**src/rtl/frt_pkg.sv**
```systemverilog
package frt_pkg;
    typedef enum logic {
        BUF_LIVE = 1'b0,
        BUF_HELD = 1'b1
    } buf_state_e;

    typedef enum logic [1:0] {
        OVF_CLEAR   = 2'd0,
        OVF_PENDING = 2'd1,
        OVF_ARMED   = 2'd2
    } ovf_state_e;

    typedef enum logic [1:0] {
        SEL_PRI_HI = 2'd0,
        SEL_PRI_LO = 2'd1,
        SEL_ALT_HI = 2'd2,
        SEL_ALT_LO = 2'd3
    } sel_e;
endpackage

```
**src/rtl/frt_prescaler.sv**
```systemverilog
module frt_prescaler #(
    parameter int PRE_W = 2
) (
    input  logic clk,
    input  logic rst_n,
    input  logic run_en,
    output logic tick
);
    localparam logic [PRE_W-1:0] LAST = {PRE_W{1'b1}};

    logic [PRE_W-1:0] phase_q;

    always_ff @(posedge clk) begin
        if (!rst_n)
            phase_q <= '0;
        else if (run_en)
            phase_q <= phase_q + 1'b1;
    end

    assign tick = run_en && (phase_q == LAST);

    // a halted prescaler keeps its phase
    a_r2_phase_hold: assert property (@(posedge clk) disable iff (!rst_n)
        !run_en |=> $stable(phase_q));
endmodule

```
**src/rtl/frt_counter.sv**
```systemverilog
module frt_counter #(
    parameter int CNT_W = 16
) (
    input  logic             clk,
    input  logic             rst_n,
    input  logic             tick,
    output logic [CNT_W-1:0] count,
    output logic             wrap
);
    localparam logic [CNT_W-1:0] TOP   = {CNT_W{1'b1}};
    localparam logic [CNT_W-1:0] START = TOP - CNT_W'(3);

    logic [CNT_W-1:0] count_q;

    always_ff @(posedge clk) begin
        if (!rst_n)
            count_q <= START;
        else if (tick)
            count_q <= count_q + 1'b1;
    end

    assign count = count_q;
    assign wrap  = tick && (count_q == TOP);

    // the count moves only on a prescaler tick, and then by exactly one
    a_r2_step: assert property (@(posedge clk) disable iff (!rst_n)
        tick |=> count_q == CNT_W'($past(count_q) + 1'b1));
    a_r2_idle: assert property (@(posedge clk) disable iff (!rst_n)
        !tick |=> $stable(count_q));
    // the count leaves reset at its start value
    a_r1_start: assert property (@(posedge clk)
        !rst_n |=> (!rst_n || count_q == START));
endmodule

```
**src/rtl/frt_byte_latch.sv**
```systemverilog
module frt_byte_latch
    import frt_pkg::*;
#(
    parameter int CNT_W = 16
) (
    input  logic                  clk,
    input  logic                  rst_n,
    input  logic                  rd_en,
    input  logic                  rd_lo,
    input  logic [CNT_W-1:0]      count,
    output logic [CNT_W/2-1:0]    rd_data
);
    localparam int HALF_W = CNT_W / 2;

    buf_state_e        state_q, state_d;
    logic [HALF_W-1:0] park_q, park_d;

    always_ff @(posedge clk) begin
        if (!rst_n) begin
            state_q <= BUF_LIVE;
            park_q  <= '0;
        end else begin
            state_q <= state_d;
            park_q  <= park_d;
        end
    end

    always_comb begin
        state_d = state_q;
        park_d  = park_q;
        unique case (state_q)
            BUF_LIVE: begin
                if (rd_en && !rd_lo) begin
                    state_d = BUF_HELD;
                    park_d  = count[HALF_W-1:0];
                end
            end
            BUF_HELD: begin
                if (rd_en && rd_lo)
                    state_d = BUF_LIVE;
            end
            default: state_d = BUF_LIVE;
        endcase
    end

    always_comb begin
        rd_data = '0;
        if (rd_en) begin
            if (!rd_lo)
                rd_data = count[CNT_W-1:HALF_W];
            else if (state_q == BUF_HELD)
                rd_data = park_q;
            else
                rd_data = count[HALF_W-1:0];
        end
    end

    // a high read from the live state parks the current lower half
    a_r5_capture: assert property (@(posedge clk) disable iff (!rst_n)
        (state_q == BUF_LIVE && rd_en && !rd_lo) |=>
        (state_q == BUF_HELD && park_q == $past(count[HALF_W-1:0])));
    // the parked half survives everything except a low read
    a_r6_hold: assert property (@(posedge clk) disable iff (!rst_n)
        (state_q == BUF_HELD && !(rd_en && rd_lo)) |=>
        (state_q == BUF_HELD && $stable(park_q)));
endmodule

```
**src/rtl/frt_ovf_flag.sv**
```systemverilog
module frt_ovf_flag
    import frt_pkg::*;
(
    input  logic clk,
    input  logic rst_n,
    input  logic wrap,
    input  logic stat_rd,
    input  logic clr_req,
    output logic tof
);
    ovf_state_e state_q, state_d;

    always_ff @(posedge clk) begin
        if (!rst_n)
            state_q <= OVF_CLEAR;
        else
            state_q <= state_d;
    end

    always_comb begin
        state_d = state_q;
        unique case (state_q)
            OVF_CLEAR: begin
                if (wrap) state_d = OVF_PENDING;
            end
            OVF_PENDING: begin
                if (!wrap && stat_rd) state_d = OVF_ARMED;
            end
            OVF_ARMED: begin
                if (wrap)         state_d = OVF_PENDING;
                else if (clr_req) state_d = OVF_CLEAR;
            end
            default: state_d = OVF_CLEAR;
        endcase
    end

    assign tof = (state_q != OVF_CLEAR);

    // a wrap always leaves the flag set
    a_r3_wrap_sets: assert property (@(posedge clk) disable iff (!rst_n)
        wrap |=> tof);
    // the flag falls only after a primary high read
    a_r8_clear_source: assert property (@(posedge clk) disable iff (!rst_n)
        $fell(tof) |-> $past(clr_req));
endmodule

```
**src/rtl/frt_timer.sv**
```systemverilog
module frt_timer
    import frt_pkg::*;
#(
    parameter int CNT_W = 16,
    parameter int PRE_W = 2
) (
    input  logic               clk,
    input  logic               rst_n,
    input  logic               run_en,
    input  logic               rd_en,
    input  logic [1:0]         rd_addr,
    input  logic               stat_rd,
    input  logic               toie,
    output logic [CNT_W/2-1:0] rd_data,
    output logic [CNT_W-1:0]   count,
    output logic               tof,
    output logic               irq
);
    logic tick;
    logic wrap;
    logic clr_req;

    frt_prescaler #(.PRE_W(PRE_W)) u_pre (
        .clk(clk), .rst_n(rst_n), .run_en(run_en), .tick(tick)
    );

    frt_counter #(.CNT_W(CNT_W)) u_cnt (
        .clk(clk), .rst_n(rst_n), .tick(tick), .count(count), .wrap(wrap)
    );

    frt_byte_latch #(.CNT_W(CNT_W)) u_latch (
        .clk(clk), .rst_n(rst_n), .rd_en(rd_en), .rd_lo(rd_addr[0]),
        .count(count), .rd_data(rd_data)
    );

    assign clr_req = rd_en && (rd_addr == SEL_PRI_HI);

    frt_ovf_flag u_flag (
        .clk(clk), .rst_n(rst_n), .wrap(wrap), .stat_rd(stat_rd),
        .clr_req(clr_req), .tof(tof)
    );

    assign irq = tof && toie;
endmodule

```
**config.mk**
```make
export PLATFORM = sky130hd
export DESIGN_NAME = frt_timer
export DESIGN_NICKNAME = d
export VERILOG_FILES = /design/src/rtl/frt_pkg.sv /design/src/rtl/frt_prescaler.sv /design/src/rtl/frt_counter.sv /design/src/rtl/frt_byte_latch.sv /design/src/rtl/frt_ovf_flag.sv /design/src/rtl/frt_timer.sv
export SDC_FILE = /design/constraint.sdc
export NUM_CORES = 1
export LEC_CHECK = 0
export ABC_AREA = 1
export BUFFER_PORTS_ARGS = -buffer_cell sky130_fd_sc_hd__buf_4
export CAP_MARGIN = 10
export CORE_UTILIZATION = 28
export DETAILED_ROUTE_END_ITERATION = 8
export HOLD_SLACK_MARGIN = 0.15
export PLACE_DENSITY_LB_ADDON = 0.12
export SYNTH_ARGS = -nofsm -noshare
export SYNTH_HDL_FRONTEND = slang
export SYNTH_SLANG_ARGS = --single-unit
```
**constraint.sdc**
```tcl
create_clock -name clk -period 1.15 [get_ports clk]
set_input_delay 0.1725 -clock clk [delete_from_list [all_inputs] [get_ports clk]]
set_output_delay 0.1725 -clock clk [all_outputs]
set_load 0.01 [all_outputs]
```
==> results.json <==
{
  "timing.final.max_slew_violations": 0,
  "setup_slack_ns": -0.291,
  "drtPass1Iterations": 4,
  "rows": 26,
  "crit_fanout": 5,
  "synth_commonest_cells": "nor2_1 (31), dfxtp_1 (29), inv_1 (29), nand2_1 (29), nand3_1 (14)",
  "antenna_cells": 0,
  "power_per_cell_area_nw_per_um2": 844,
  "synthCells": 201,
  "clockRootBuffer": "clkbuf_8",
  "via_count": 1645,
  "port_buffers": 33,
  "hold_depth": 3,
  "drt_iter0_drc": 61,
  "postRouteAntennaNets": 0,
  "drive_gt1_frac": 0.556,
  "violations": "negative setup slack",
  "grt_usage": 0.168,
  "crit_type": "flip-flop to primary output",
  "outcome": "finished with violations",
  "clkSinkCount": 29,
  "die_y_um": 74.6,
  "hpwl_um": 3300,
  "syn2layout_area_growth_pct": 77.1,
  "synth_nets": 211,
  "postPlaceCellArea_sq_um": 2120,
  "yosysMostFrequentCell": "nor2_1",
  "seq_area_frac_synth": 0.394,
  "fmax_ghz": 0.694,
  "ys_types": 27,
  "required_ns": 0.98,
  "viasPerCell": 4.65,
  "synthArstFlopShare": 0,
  "grt_pass1_wl_um": 6820,
  "first_global_vias": 1410,
  "cts_max_path_buffers": 2,
  "h-tree-depth": 2,
  "tns_ns": -3.40,
  "hp-class": "primary input to flip-flop",
  "whs_ns": 0.156,
  "final_cell_area_sq_um": 2610,
  "instances_no_fill": 354,
  "hold_violations": 0,
  "fin_skew_ns": 0.00556,
  "layout.nets": 293,
  "finalWeightedCongestion": 0.754,
  "clk_pin_slew_ns": 0.06,
  "yosys_warnings": 0,
  "cp.arrival_ns": 1.27,
  "io_pins": 34,
  "fin_crit_sh": 1.25,
  "setup_violations": 22,
  "fillCellCount": 517,
  "routedWlPerCell_um": 12.8,
  "synth_area_leaders": "dfxtp_1 (39%), nor2_1 (7.9%), inv_1 (7.4%)",
  "core_sq_um": 5070,
  "p_leak_uw": 0.00120,
  "cp-start-kind": "flip-flop",
  "ys_ff_latch": 29,
  "synth_top_area_frac": 0.394,
  "grt_overflow": 0,
  "remaining_drc_errors": 0,
  "end_kind": "primary output",
  "dieArea_sq_um": 5560,
  "initial_core_util": 0.291,
  "cts_made_buffers": 5,
  "worstMarginPinSlew_ns": 0.483,
  "synth_area_leader_cell": "dfxtp_1",
  "synth_area_sq_um": 1480,
  "rsz0062_at_grt": "yes",
  "die_x_um": 74.6,
  "ff2ff_path_depth": 8,
  "placed_cells": 336,
  "synth_enable_flop_cells": 0,
  "synthFlopType": "dfxtp_1",
  "timing.slew.headroom": 0.677,
  "avgSynthCellArea_sq_um": 7.34,
  "cap_viol_max_count": 0,
  "routed_wl_um": 4550,
  "antenna_found_initial": 0,
  "finalCriticalPeriod_ns": 1.44,
  "grt_max_degree": 16,
  "clock_latency_ns": 0.28,
  "cts_tree": "built",
  "worst_ir_drop_vdd_mv": 0.466
}
==> worst max-delay path: stages (launching register included) <==
cell and delay (ns):
dfxtp_4 0.37, buf_6 0.13, nor2_1 0.22, o32ai_2 0.11, buf_4 0.16
==> cell type report <==
cell class                 instances  area (sq um)  share of cell area
timing repair buffer              79           679               0.260
tap                               70          87.6              0.0335
sequential                        29           608               0.233
clock buffer                       8          80.1              0.0307
multi-input combinational        136          1020               0.392
inverter                          32           133              0.0508
==> path summary, 6_finish.rpt <==
kind | end | slack [ns] | startpoint
setup / recovery | rd_data[2] | -0.29 | flip-flop
setup reg to reg | u_cnt.count[12] | -0.17 | u_cnt.count[1]
hold / removal | flip-flop | 0.16 | rd_en
hold reg to reg | u_latch.park_q[1] | 0.47 | u_latch.park_q[1]
==> where the power goes <==
group	switching (uW)	internal, uW	total, uW
clock network	386	429	815
logic	163	169	332
registers	28.4	1030	1060
total	577	1630	2210
==> registers in the layout, indices dropped and copies added, names as in the netlist, named ones only <==
| name | count |
|---|---|
| u_flag.state_q | 2 |
| u_latch.park_q | 8 |
| u_pre.phase_q | 2 |
| u_cnt.count | 16 |
==> kinds of logic (layout without fill, tap and decap cells) <==
kind of cell	Yosys count	count (layout)	share of synthesized area
adder cells (fa/ha/maj)	2	2	0.0170
AND/OR/NAND/NOR	91	91	0.305
buffers and inverters	36	119	0.0958
XOR/XNOR	1	1	0.00594
AO/OA/AOI/OAI	42	42	0.182
flip-flops	29	29	0.394
==> per-stage QoR <==
| step | setup slack, ns | util | power (uW) |
|---|---|---|---|
| after floorplan | -0.0429 | - | 1210 |
| after global placement | -0.115 | 0.418 | 1350 |
| after detailed placement | -0.124 | 0.418 | 1350 |
| after CTS | -0.293 | 0.468 | 2200 |
| after global routing | -0.350 | 0.515 | 2310 |
| final | -0.291 | 0.515 | 2210 |
==> layer usage <==
| metal | vias up | part of all wire | track usage |
|---|---|---|---|
| met4 | 0 | 0.014 | 0.0629 |
| li1 | 846 | - | - |
| met3 | 8 | 0.032 | 0.0393 |
| met5 | - | 0 | 0 |
| met1 | 765 | 0.49 | 0.218 |
| met2 | 26 | 0.46 | 0.272 |
==> placed cells by master (no fill, tap or decap), types with 8 or more instances in the layout <==
| cell type | count |
|---|---|
| buf_6 | 19 |
| nand2_1 | 20 |
| nor2_1 | 18 |
| o21ai_1 | 8 |
| buf_4 | 58 |
| nor2_4 | 8 |
| dfxtp_1 | 17 |
| nor2_2 | 10 |
| nand3_1 | 9 |
| inv_1 | 27 |
| a21oi_2 | 9 |
==> repair_timing <==
action	4_1_cts	5_1_grt
hold endpoints to repair	1	0
hold buffers	1	0
pin swaps	13	22
gates resized for setup	39	59
setup buffers	4	7
cloned	0	0
setup endpoints to repair	24	27
Note: power is estimated with default switching activity, not from simulation.
